**config.mk**
```make
export PLATFORM = sky130hd
export DESIGN_NAME = rap_top
export DESIGN_NICKNAME = d
export VERILOG_FILES = /design/src/rtl/rap_pkg.sv /design/src/rtl/rap_blk_sel.sv /design/src/rtl/rap_classify.sv /design/src/rtl/rap_sub_regs.sv /design/src/rtl/rap_top.sv
export SDC_FILE = /design/constraint.sdc
export NUM_CORES = 1
export LEC_CHECK = 0
export ABC_AREA = 1
export CAP_MARGIN = 20
export CORE_MARGIN = 3
export CORE_UTILIZATION = 50
export DETAILED_ROUTE_END_ITERATION = 12
export PLACE_DENSITY = 0.95
export SYNTH_ARGS = -nofsm -noshare
export SYNTH_HDL_FRONTEND = slang
export SYNTH_SLANG_ARGS = --single-unit
```
**constraint.sdc**
```tcl
create_clock -name clk -period 7.2 [get_ports clk]
set_input_delay 2.16 -clock clk [delete_from_list [all_inputs] [get_ports clk]]
set_output_delay 2.16 -clock clk [all_outputs]
set_load 0.01 [all_outputs]
```
**src/rtl/rap_pkg.sv**
```systemverilog
package rap_pkg;
  typedef enum logic [1:0] {
    ACC_READ  = 2'b00,
    ACC_WRITE = 2'b01,
    ACC_FETCH = 2'b10,
    ACC_RSVD  = 2'b11
  } acc_kind_e;

  localparam int NUM_FLG      = 4;
  localparam int FLG_M_FETCH  = 0;
  localparam int FLG_M_WRITE  = 1;
  localparam int FLG_NM_FETCH = 2;
  localparam int FLG_NM_WRITE = 3;

  localparam logic [NUM_FLG-1:0] FETCH_FLG_MASK = 4'b0101;
  localparam logic [NUM_FLG-1:0] WRITE_FLG_MASK = 4'b1010;

  typedef struct packed {
    logic exempt;
    logic shared;
    logic owner;
    logic cur_master;
    logic fprot;
    logic wprot;
  } blk_attr_t;
endpackage

```
**src/rtl/rap_blk_sel.sv**
```systemverilog
module rap_blk_sel
  import rap_pkg::*;
#(
  parameter int NUM_BLK = 8,
  parameter logic [NUM_BLK-1:0] EXEMPT_MASK = 8'b0000_0011,
  parameter logic [NUM_BLK-1:0] SHARED_MASK = 8'b1111_0000,
  parameter logic [NUM_BLK-1:0] OWNER_MASK  = 8'b0000_1000,
  localparam int BIDX_W = $clog2(NUM_BLK)
) (
  input  logic [BIDX_W-1:0]  blk_idx,
  input  logic [NUM_BLK-1:0] blk_master,
  input  logic [NUM_BLK-1:0] blk_fetch_prot,
  input  logic [NUM_BLK-1:0] blk_wr_prot,
  output blk_attr_t          attr
);
  blk_attr_t attr_tab [NUM_BLK];

  for (genvar b = 0; b < NUM_BLK; b++) begin : g_blk
    always_comb begin
      attr_tab[b].exempt     = EXEMPT_MASK[b];
      attr_tab[b].shared     = SHARED_MASK[b] & ~EXEMPT_MASK[b];
      attr_tab[b].owner      = OWNER_MASK[b];
      attr_tab[b].cur_master = blk_master[b];
      attr_tab[b].fprot      = blk_fetch_prot[b];
      attr_tab[b].wprot      = blk_wr_prot[b];
    end
  end

  assign attr = attr_tab[blk_idx];
endmodule

```
**src/rtl/rap_classify.sv**
```systemverilog
module rap_classify
  import rap_pkg::*;
(
  input  logic               req_valid,
  input  logic               req_cpu,
  input  logic [1:0]         req_kind,
  input  blk_attr_t          attr,
  output logic               grant,
  output logic [NUM_FLG-1:0] viol
);
  logic is_fetch;
  logic is_write;
  logic reach;
  logic master;
  logic prot;

  always_comb begin
    is_fetch = (req_kind == ACC_FETCH);
    is_write = (req_kind == ACC_WRITE);
    reach    = attr.exempt | attr.shared | (attr.owner == req_cpu);
    master   = attr.shared ? attr.cur_master : attr.owner;
    prot     = is_fetch ? attr.fprot : attr.wprot;
    grant    = 1'b0;
    viol     = '0;
    if (req_valid && reach) begin
      if (attr.exempt || !(is_fetch || is_write)) begin
        grant = 1'b1;
      end else if (master != req_cpu) begin
        viol[is_fetch ? FLG_NM_FETCH : FLG_NM_WRITE] = 1'b1;
      end else if (prot) begin
        viol[is_fetch ? FLG_M_FETCH : FLG_M_WRITE] = 1'b1;
      end else begin
        grant = 1'b1;
      end
    end
  end
endmodule

```
**src/rtl/rap_sub_regs.sv**
```systemverilog
module rap_sub_regs
  import rap_pkg::*;
#(
  parameter int ADDR_W = 16
) (
  input  logic               clk,
  input  logic               rst_n,
  input  logic               hit,
  input  logic [NUM_FLG-1:0] viol,
  input  logic [ADDR_W-1:0]  addr,
  input  logic [NUM_FLG-1:0] clr,
  output logic [NUM_FLG-1:0] flags,
  output logic [ADDR_W-1:0]  fetch_addr,
  output logic [ADDR_W-1:0]  write_addr,
  output logic               fault
);
  logic [NUM_FLG-1:0] flags_q, flags_d, set_v, kept;
  logic [ADDR_W-1:0]  faddr_q, waddr_q;
  logic               fault_q, fault_d;
  logic               faddr_en, waddr_en;

  always_comb begin
    set_v    = hit ? viol : '0;
    kept     = flags_q & ~clr;
    flags_d  = kept | set_v;
    faddr_en = |(set_v & FETCH_FLG_MASK) && !(|(kept & FETCH_FLG_MASK));
    waddr_en = |(set_v & WRITE_FLG_MASK) && !(|(kept & WRITE_FLG_MASK));
    fault_d  = |set_v;
  end

  always_ff @(posedge clk or negedge rst_n) begin
    if (!rst_n) begin
      flags_q <= '0;
      fault_q <= 1'b0;
    end else begin
      flags_q <= flags_d;
      fault_q <= fault_d;
    end
  end

  always_ff @(posedge clk or negedge rst_n) begin
    if (!rst_n) begin
      faddr_q <= '0;
    end else if (faddr_en) begin
      faddr_q <= addr;
    end
  end

  always_ff @(posedge clk or negedge rst_n) begin
    if (!rst_n) begin
      waddr_q <= '0;
    end else if (waddr_en) begin
      waddr_q <= addr;
    end
  end

  assign flags      = flags_q;
  assign fetch_addr = faddr_q;
  assign write_addr = waddr_q;
  assign fault      = fault_q;
endmodule

```
**src/rtl/rap_top.sv**
```systemverilog
module rap_top
  import rap_pkg::*;
#(
  parameter int ADDR_W  = 16,
  parameter int NUM_BLK = 8,
  parameter logic [NUM_BLK-1:0] EXEMPT_MASK = 8'b0000_0011,
  parameter logic [NUM_BLK-1:0] SHARED_MASK = 8'b1111_0000,
  parameter logic [NUM_BLK-1:0] OWNER_MASK  = 8'b0000_1000
) (
  input  logic               clk,
  input  logic               rst_n,
  input  logic               req_valid,
  input  logic               req_cpu,
  input  logic [1:0]         req_kind,
  input  logic [ADDR_W-1:0]  req_addr,
  input  logic [NUM_BLK-1:0] blk_master,
  input  logic [NUM_BLK-1:0] blk_fetch_prot,
  input  logic [NUM_BLK-1:0] blk_wr_prot,
  input  logic [3:0]         flag_clr_a,
  input  logic [3:0]         flag_clr_b,
  output logic               req_grant,
  output logic               mem_wr_en,
  output logic               fetch_valid,
  output logic               bus_fault_a,
  output logic               trap_b,
  output logic [3:0]         viol_flags_a,
  output logic [3:0]         viol_flags_b,
  output logic [ADDR_W-1:0]  fetch_vaddr_a,
  output logic [ADDR_W-1:0]  write_vaddr_a,
  output logic [ADDR_W-1:0]  fetch_vaddr_b,
  output logic [ADDR_W-1:0]  write_vaddr_b
);
  localparam int BIDX_W = $clog2(NUM_BLK);
  localparam int NUM_SUB = 2;

  logic               rst_meta_n, rst_sync_n;
  blk_attr_t          attr;
  logic               grant;
  logic [NUM_FLG-1:0] viol;
  logic [NUM_FLG-1:0] clr_v   [NUM_SUB];
  logic [NUM_FLG-1:0] flags_v [NUM_SUB];
  logic [ADDR_W-1:0]  faddr_v [NUM_SUB];
  logic [ADDR_W-1:0]  waddr_v [NUM_SUB];
  logic               fault_v [NUM_SUB];

  always_ff @(posedge clk or negedge rst_n) begin
    if (!rst_n) begin
      rst_meta_n <= 1'b0;
      rst_sync_n <= 1'b0;
    end else begin
      rst_meta_n <= 1'b1;
      rst_sync_n <= rst_meta_n;
    end
  end

  rap_blk_sel #(
    .NUM_BLK     (NUM_BLK),
    .EXEMPT_MASK (EXEMPT_MASK),
    .SHARED_MASK (SHARED_MASK),
    .OWNER_MASK  (OWNER_MASK)
  ) u_sel (
    .blk_idx        (req_addr[ADDR_W-1 -: BIDX_W]),
    .blk_master     (blk_master),
    .blk_fetch_prot (blk_fetch_prot),
    .blk_wr_prot    (blk_wr_prot),
    .attr           (attr)
  );

  rap_classify u_cls (
    .req_valid (req_valid),
    .req_cpu   (req_cpu),
    .req_kind  (req_kind),
    .attr      (attr),
    .grant     (grant),
    .viol      (viol)
  );

  assign clr_v[0] = flag_clr_a;
  assign clr_v[1] = flag_clr_b;

  for (genvar s = 0; s < NUM_SUB; s++) begin : g_sub
    rap_sub_regs #(.ADDR_W(ADDR_W)) u_regs (
      .clk        (clk),
      .rst_n      (rst_sync_n),
      .hit        (req_cpu == 1'(s)),
      .viol       (viol),
      .addr       (req_addr),
      .clr        (clr_v[s]),
      .flags      (flags_v[s]),
      .fetch_addr (faddr_v[s]),
      .write_addr (waddr_v[s]),
      .fault      (fault_v[s])
    );
  end

  assign req_grant     = grant;
  assign mem_wr_en     = grant && (req_kind == ACC_WRITE);
  assign fetch_valid   = grant && (req_kind == ACC_FETCH);
  assign bus_fault_a   = fault_v[0];
  assign trap_b        = fault_v[1];
  assign viol_flags_a  = flags_v[0];
  assign viol_flags_b  = flags_v[1];
  assign fetch_vaddr_a = faddr_v[0];
  assign write_vaddr_a = waddr_v[0];
  assign fetch_vaddr_b = faddr_v[1];
  assign write_vaddr_b = waddr_v[1];
endmodule

```
==> summary.md, run 1 <==
| Metric | Value |
|---|---|
| Status | finished clean |
| Power per cell area | 291 nW/um^2 |
| First-pass GRT wire length | 17300 um |
| #FFs+latches synth | 76 |
| Final GP Congestion | 0.824 |
| Place WS | 441 ps |
| Ant diodes | 0 |
| Slowest CP cell | clkdlybuf4s50_1 |
| Period utilization | 94.0% |
| Layout cell share with drive strength beyond 1 | 21.3% |
| Clk sink count | 76 |
| FF-to-FF setup slack | 5240 ps |
| # port buffers | 126 |
| Post-Route WL | 10900 um |
| GRT Resource Usage Total | 24.9% |
| Grt ovf | 0 |
| Final core occ | 73.1% |
| Antenna violations before repair | 0 |
| CP endpoint kind | primary output |
| Worst skew pair latency | 340 ps |
| Slew Viols, Final | 0 |
| Max stage delay on crit path | 750 ps |
| Least-Margin Pin Slew | 934 ps |
| Avg WL per Cell | 16.7 um |
| DR pass1 iterations | 4 |
| R2R depth | 6 |
| Crit start category | primary input |
| Hold_buf cts | 0 |
| Crit path kind | primary input to primary output |
| Row count | 31 |
| Drt first-iter violations | 211 |
| HP Start | rst_meta_n |
| Cells along the critical path | clkdlybuf4s50_1 -> inv_2 -> nand2_1 -> nand3_1 -> nand2_1 -> nand2_1 -> nand2_1 -> nand2_1 -> nand3_1 -> nand2_1 -> nand2_1 -> nor2_1 -> clkdlybuf4s50_1 |
| H-tree levels | 3 |
| RR Endpoint | g_sub[0].u_regs.fetch_addr[1] |
| Vias in the first global route | 3401 |
| Hold Path Sink | rst_sync_n |
| Initial Util | 53.4% |
| DP Area | 5230 sq um |
| Drc violations | 0 |
| CTS tree | built |
| RSZ-0062 raised after global routing | no |
| Crit path DAT | 4610 ps |
| Worst-path maximum fanout | 17 |
| Setup violations, final | 0 |
| Setup TNS after final layout | 0 ps |
| Post-CTS setup buffers | 0 |
| Gate Count Post-Synth | 426 |
| Placeable Area | 7490 sq um |
| Worst Skew | 10.3 ps |
| Avg Vias per Cell | 5.18 |
| Peak supply drop | 0.126 mV |
| Max cap viols | 0 |
| Die Ht | 95.4 um |
| Reg clk slew, reported paths | 80 ps |
| Power, Total | 1.59 mW |
| Final Non-Filler Cells | 652 |
| Unique masters post-synth | 28 |
| Register area share after synthesis | 47.5% |
| Nets | 604 |
| FILL cells | 531 |
| Hold Slack | 373 ps |
| Most frequent cells in the layout | clkdlybuf4s50_1, nand2_1, dfrtp_1, nand3_1, nand2_4 |
| Post-route antenna net violation count | 0 |
| Post_cts resized | 0 |
| Area grow syn2layout | 36.8% |
| Overall die width | 95.4 um |
| Yosys warns | 0 |
| Largest net degree at the start of global routing | 75 |
| Fmax | 148 MHz |
| Headroom to the max-slew limit | 37.7% |
| Worst hold-check path type | flip-flop to flip-flop |
| Setup WS post-layout | 433 ps |
| R2r startpoint | g_sub[0].u_regs.flags[2] |
| Data required, critical path | 5040 ps |
| TritonCTS Buffers | 9 |
| Clock Tree Root | clkbuf_8 |
| Commonest non-fill, non-tap cell in the layout | clkdlybuf4s50_1 |
| Synthesized cell area | 4000 sq um |
| Syn Area/Cell | 9.39 sq um |
| Hold Crit Depth | 0 |
| Final instance area | 5470 sq um |
| Placed Cells | 636 |
| Number of I/O pins | 131 |
| DP Wirelength | 7810 um |
| Count of final hold-check violations | 0 |
| Post-Syn Nets | 482 |
| Leakage | 2.65 nW |
| Final min period | 6770 ps |
| Die Area | 9110 sq um |
| CP most frequent cell | nand2_1 |
| Clock Path Buffers | 2 |
| Vias | 3378 |
[power by group]
part | switching [mW] | internal [mW] | leakage, nW | total, mW
registers | 0.109 | 0.545 | 0.984 | 0.654
clock network | 0.161 | 0.232 | 0.121 | 0.393
logic | 0.236 | 0.312 | 1.55 | 0.547
total | 0.506 | 1.09 | 2.65 | 1.59
[critical path, delay by kind of cell]
family,cells,cell delay (ps)
buf+inv,3,1600
simple gates,10,850
[state kept, by name, indices dropped and copies added (netlist names)]
register and count:
g_sub.u_regs.flags 8, g_sub.u_regs.fault 2, g_sub.u_regs.write_addr 32, rst_meta_n 1
rst_sync_n 1, g_sub.u_regs.fetch_addr 32
[logic make-up after synthesis]
family / share of synthesized area (%)
adder cells (fa/ha/maj): 0.625
AO/OA/AOI/OAI: 1.63
other: 0.0937
AND/OR/NAND/NOR: 41.9
buffers and inverters: 8.23
flip-flops: 47.5
[area by class of cell]
| type | instances | area (sq um) | share of cell area [%] |
|---|---|---|---|
| flip-flops and latches | 76 | 1910 | 34.8 |
| multi-input cells | 291 | 1770 | 32.3 |
| well taps | 99 | 124 | 2.26 |
| inverters | 43 | 166 | 3.04 |
| repair buffers | 127 | 1270 | 23.2 |
| clock inverters | 6 | 113 | 2.06 |
| clock buffers | 10 | 128 | 2.33 |
[synthesized netlist by cell type]
cell type / instances / area share [%]
nand2_2: 39 / 6.1
o22ai_1: 4 / 0.63
nand2_1: 102 / 9.6
buf_2: 1 / 0.12
nor2_8: 4 / 2.0
nand4_2: 4 / 1.3
inv_6: 1 / 0.22
nor2_2: 2 / 0.31
ha_1: 2 / 0.63
nand3_1: 74 / 9.3
buf_6: 5 / 1.4
nor2_4: 2 / 0.56
buf_12: 3 / 1.5
dfrtp_1: 76 / 48
or2_1: 1 / 0.16
inv_1: 32 / 3.0
nand2_4: 40 / 11
clkbuf_1: 3 / 0.28
nor2_1: 2 / 0.19
clkbuf_4: 1 / 0.19
nand3_2: 3 / 0.75
clkinv_1: 4 / 0.38
conb_1: 1 / 0.094
buf_4: 3 / 0.56
inv_2: 6 / 0.56
nand4_1: 2 / 0.31
o21ai_0: 8 / 1.0
or2_0: 1 / 0.16
[layer usage]
layer	track usage (%)	vias to the layer above	share of wire, %
met4	6.99	0	1.8
met3	4.74	17	6.6
li1	-	1581	-
met2	45.6	127	52
met1	29.6	1653	39
met5	0	-	0
[worst max path at each step]
stage | from | endpoint | slack (ps) | depth (start not counted)
5_1_grt | req_addr[13] | fetch_valid | 230 | 13
2_1_floorplan | req_addr[14] | fetch_valid | 1890 | 12
4_1_cts | req_addr[13] | mem_wr_en | 440 | 13
3_3_place_gp | req_addr[13] | fetch_valid | 510 | 13
6_report | req_addr[13] | fetch_valid | 430 | 13
3_5_place_dp | req_addr[13] | mem_wr_en | 440 | 13
No activity file was read; power rests on OpenSTA's default activity.
==> inputs of run 2 (changes only) <==
Clock period 7.2 ns to 8.8 ns, I/O delays scaled along.
==> run 2 against run 1 <==
  * Critical path depth did not move
  * Utilization fell by 0.40 points
  * Die area did not move
  * Hold slack got worse by 0.50 ps
  * Non-clock buffer count fell by 1
  * Critical path type unchanged
  * Largest power group unchanged
  * Highest routed layer unchanged
==> summary.md, run 2 (same netlist as run 1, synthesis figures left out) <==
| Metric | Value |
|---|---|
| Final core occ | 72.7% |
| Avg Vias per Cell | 5.21 |
| Crit start category | primary input |
| Vias | 3391 |
| TritonCTS Buffers | 9 |
| Net Sw Frac | 32.2% |
| Period utilization | 87.8% |
| Post-Route WL | 10800 um |
| Comb power frac | 35.1% |
| Post_cts resized | 0 |
| DR pass1 iterations | 4 |
| Setup WS post-layout | 1070 ps |
| Post-route antenna net violation count | 0 |
| Drc violations | 0 |
| R2R depth | 6 |
| Hold Slack | 373 ps |
| Clock Path Buffers | 2 |
| FF-to-FF setup slack | 6810 ps |
| Power per cell area | 233 nW/um^2 |
| Peak supply drop | 0.109 mV |
| GRT Resource Usage Total | 25.1% |
| Internal power | 860 uW |
| CP most frequent cell | nand2_1 |
| CP endpoint kind | primary output |
| Clock Tree Root | clkbuf_8 |
| Most frequent cells in the layout | clkdlybuf4s50_1, nand2_1, dfrtp_1, nand3_1, nand2_4 |
| Die Area | 9110 sq um |
| Setup TNS after final layout | 0 ps |
| Final GP Congestion | 0.823 |
| Vias in the first global route | 3465 |
| Least-Margin Pin Slew | 944 ps |
| Max stage delay on crit path | 750 ps |
| NetSw | 409 uW |
| Worst-path maximum fanout | 17 |
| Status | finished clean |
| # port buffers | 126 |
| First-pass GRT wire length | 17300 um |
| Worst skew pair latency | 340 ps |
| Hold_buf cts | 0 |
| Row count | 31 |
| Place WS | 1090 ps |
| Ant diodes | 0 |
| Crit path DAT | 5090 ps |
| Data required, critical path | 6160 ps |
| Leakage | 2.64 nW |
| Clk sink count | 76 |
| Slowest CP cell | clkdlybuf4s50_1 |
| Crit path max-delay family | buffers and inverters |
| Worst Skew | 9.25 ps |
| Fmax | 129 MHz |
| Slew Viols, Final | 0 |
| Max cap viols | 0 |
| Clk network pwr share | 22.8% |
| Overall die width | 95.4 um |
| Cells along the critical path | clkdlybuf4s50_1 -> inv_2 -> nand2_1 -> nand3_1 -> nand2_1 -> nand2_1 -> nand2_1 -> nand2_1 -> nand3_1 -> nand2_1 -> nand2_1 -> nor2_1 -> clkdlybuf4s50_1 |
| Nets | 603 |
| Crit path kind | primary input to primary output |
| Count of final hold-check violations | 0 |
| Die Ht | 95.4 um |
| H-tree levels | 3 |
| FILL cells | 515 |
| Initial Util | 53.4% |
| Critical path buffers and inverters | 3 |
| Avg WL per Cell | 16.5 um |
| Final min period | 7730 ps |
| Layout cell share with drive strength beyond 1 | 21.2% |
| RSZ-0062 raised after global routing | no |
| Number of I/O pins | 131 |
| Grt ovf | 0 |
| Area grow syn2layout | 36.1% |
| Post-CTS setup buffers | 0 |
| Drt first-iter violations | 240 |
| DP Wirelength | 7850 um |
| Antenna violations before repair | 0 |
| Hold Crit Depth | 0 |
| Worst hold-check path type | flip-flop to flip-flop |
| Setup violations, final | 0 |
| Commonest non-fill, non-tap cell in the layout | clkdlybuf4s50_1 |
| Crit. path cell count | 13 |
| Placeable Area | 7490 sq um |
| Headroom to the max-slew limit | 37.0% |
| Reg clk slew, reported paths | 80 ps |
| CTS tree | built |
| Largest net degree at the start of global routing | 75 |
| Seq pwr share | 42.1% |
run 2: cell types whose count changed in the layout (fill, tap and decap cells not counted), sizes merged:
cell / delta
buf: -1
bufinv: -1
clkinv: +1
clkinvlp: +1
inv: -1
run 2: metal layers:
metal | share of wire [%] | vias up | track usage, %
met5 | 0 | - | 0
met4 | 1.2 | 0 | 8.06
met3 | 7.2 | 14 | 6.95
met2 | 52 | 132 | 43.3
met1 | 39 | 1662 | 30.4
li1 | - | 1583 | -
run 2: worst paths after layout:
kind / endpoint / startpoint
max reg2reg: g_sub[0].u_regs.fetch_addr[5] / g_sub[0].u_regs.flags[0]
min in group asynchronous: g_sub[1].u_regs.write_addr[7] / rst_sync_n
max: fetch_valid / req_addr[13]
min reg2reg: rst_sync_n / rst_meta_n
min: rst_sync_n / rst_meta_n
max in group asynchronous: rst_sync_n / rst_n
run 2: final cells by class:
type | instances | area, sq um | share of cell area [%]
Clock inverter | 6 | 90.1 | 1.65
Timing Repair Buffer | 126 | 1260 | 23.2
Tap cell | 99 | 124 | 2.28
Inverter | 43 | 166 | 3.06
Multi-Input combinational cell | 291 | 1770 | 32.5
Clock buffer | 10 | 128 | 2.34
Sequential cell | 76 | 1910 | 35.0
run 2: power by group through the flow:
stage                     Sequential [mW]  Clock (mW)  Combinational [mW]
after floorplan                     0.574           0               0.148
after global placement              0.534           0               0.432
after detailed placement            0.539           0               0.449
after CTS                           0.534       0.294               0.450
after global routing                0.547       0.310               0.483
final                               0.535       0.290               0.445
run 2: through the flow:
stage / instances / power (mW) / area (sq um)
finish: 651 / 1.27 / 5440
global placement: 635 / 0.966 / 5230
CTS: 651 / 1.28 / 5440
detailed placement: 635 / 0.988 / 5230
floorplan: 426 / 0.722 / 4000
global route: 651 / 1.34 / 5440
==> inputs of run 3 (changes only) <==
Settings changed: RECOVER_POWER set to 100.
==> run 3 against run 2 <==
  * The run now ends with max-capacitance violations, max-slew violations left
  * Critical path depth unchanged
  * Sequential power decreased by 0.9%
  * Via count increased by 1.5%
  * Non-clock buffer count unchanged
  * Hold slack got worse by 3.8 ps
  * Count of clock-buffer cells in the layout unchanged
  * Die area unchanged
  * Clock skew about the same
  * Design area decreased by 2.7%
  * Global-route usage unchanged
  * Critical path type unchanged
  * Critical endpoint unchanged
  * Largest cell class unchanged
  * Largest power group unchanged
  * Highest routed layer unchanged
==> summary.md, run 3 (same netlist as run 1, synthesis figures left out) <==
| Metric | Value |
|---|---|
| Worst-path maximum fanout | 17 |
| Nets | 603 |
| Largest net degree at the start of global routing | 75 |
| Power per cell area | 230 nW/um^2 |
| Period utilization | 91.0% |
| CP endpoint kind | primary output |
| Ant diodes | 0 |
| Avg WL per Cell | 16.6 um |
| Setup TNS after final layout | 0 ps |
| Vias in the first global route | 3465 |
| Crit start category | primary input |
| TritonCTS Buffers | 9 |
| Peak supply drop | 0.108 mV |
| Hold_buf cts | 0 |
| Drc violations | 0 |
| Vias | 3442 |
| Final GP Congestion | 0.823 |
| Setup violations, final | 0 |
| Status | complete, but fails checks |
| Clk sink count | 76 |
| Avg Vias per Cell | 5.29 |
| H-tree levels | 3 |
| Clk network pwr share | 23.8% |
| Final instance area | 5300 sq um |
| GRT Resource Usage Total | 25.1% |
| DP Wirelength | 7850 um |
| Grt ovf | 0 |
| Overall die width | 95.4 um |
| CTS tree | built |
| Crit path kind | primary input to primary output |
| Post-Route WL | 10800 um |
| Layout cell share with drive strength beyond 1 | 14.5% |
| Die Area | 9110 sq um |
| Most frequent cells in the layout | nand2_1, dlygate4sd3_1, dfrtp_1, nand3_1, clkdlybuf4s50_1 |
| Clock Tree Root | clkbuf_8 |
| Data required, critical path | 6160 ps |
| Max cap viols | 1 |
| Clock Path Buffers | 2 |
| NetSw | 397 uW |
| Headroom to the max-slew limit | -97.0% |
| Post-CTS setup buffers | 0 |
| Antenna violations before repair | 0 |
| Die Ht | 95.4 um |
| Least-Margin Pin Slew | 2950 ps |
| Number of I/O pins | 131 |
| Reg clk slew, reported paths | 80 ps |
| Count of final hold-check violations | 0 |
| Slew Viols, Final | 75 |
| Crit path DAT | 5370 ps |
| Commonest non-fill, non-tap cell in the layout | nand2_1 |
| Drt first-iter violations | 224 |
| # port buffers | 126 |
| DR pass1 iterations | 4 |
| Net Sw Frac | 32.7% |
| Seq pwr share | 43.6% |
| Placeable Area | 7490 sq um |
| Final min period | 8010 ps |
| DP Area | 5230 sq um |
| Failing checks | max-capacitance violations, max-slew violations |
| Worst hold-check path type | flip-flop to flip-flop |
| Initial Util | 53.4% |
| Leakage | 2.76 nW |
| Area grow syn2layout | 32.4% |
| Post-route antenna net violation count | 0 |
| Comb power frac | 32.6% |
| Fmax | 125 MHz |
| Row count | 31 |
| RSZ-0062 raised after global routing | no |
| First-pass GRT wire length | 17300 um |
| Post_cts resized | 0 |
| Worst skew pair latency | 340 ps |
| Worst Skew | 9.64 ps |
| Internal power | 819 uW |
run 3: metrics by stage:
stage	std cells	hold WS [ps]	worst slack [ps]	total power [mW]	util, %
after floorplan	426	331	2530	0.722	-
after global placement	635	342	1140	0.966	69.8
after detailed placement	635	342	1090	0.988	69.8
after CTS	651	372	1080	1.28	72.7
after global routing	651	384	634	1.29	70.8
final	651	369	793	1.22	70.8
run 3: power by group through the flow:
stage | clock, mW | combinational (mW) | sequential, mW
after floorplan | 0 | 0.148 | 0.574
after global placement | 0 | 0.432 | 0.534
after detailed placement | 0 | 0.449 | 0.539
after CTS | 0.294 | 0.450 | 0.534
after global routing | 0.310 | 0.435 | 0.542
final | 0.289 | 0.397 | 0.530
run 3: cell type report:
type                       count  area, sq um
clock buffer                  10          128
tap                           99          124
clock inverter                 6         90.1
inverter                      43          166
sequential                    76         1900
timing repair buffer         126         1260
multi-input combinational    291         1630
fill                         554         2190
run 3: worst paths after layout:
kind                                    from                             to  slack [ps]  cells after the start
worst max-delay path            req_addr[13]                    fetch_valid         790                     13
worst min register to register    rst_meta_n                     rst_sync_n         370                      0
min in group asynchronous         rst_sync_n  g_sub[1].u_regs.write_addr[7]        1250                      0
worst min-delay path              rst_meta_n                     rst_sync_n         370                      0
worst max register to register    rst_sync_n          g_sub[1].u_regs.fault        5870                      0
max in group asynchronous         rst_sync_n          g_sub[1].u_regs.fault        5870                      0
run 3: per-layer routing:
metal  routed length, um  vias to the layer above  GRT usage, %
li1                    -                     1587             -
met1                4380                     1693          30.4
met2                5520                      144          43.3
met3                 763                       18          6.95
met4                 167                        0          8.06
met5                   0                        -             0
run 3: worst max-delay path, stage by stage:
cell           delay (ps)
dlygate4sd3_1         950
inv_1                 330
nand2_1               120
nand3_1                80
nand2_1               100
nand2_1                60
nand2_1               150
nand2_1                80
nand3_1                80
nand2_1                50
nand2_1                90
nor2_1                 50
dlygate4sd3_1         590
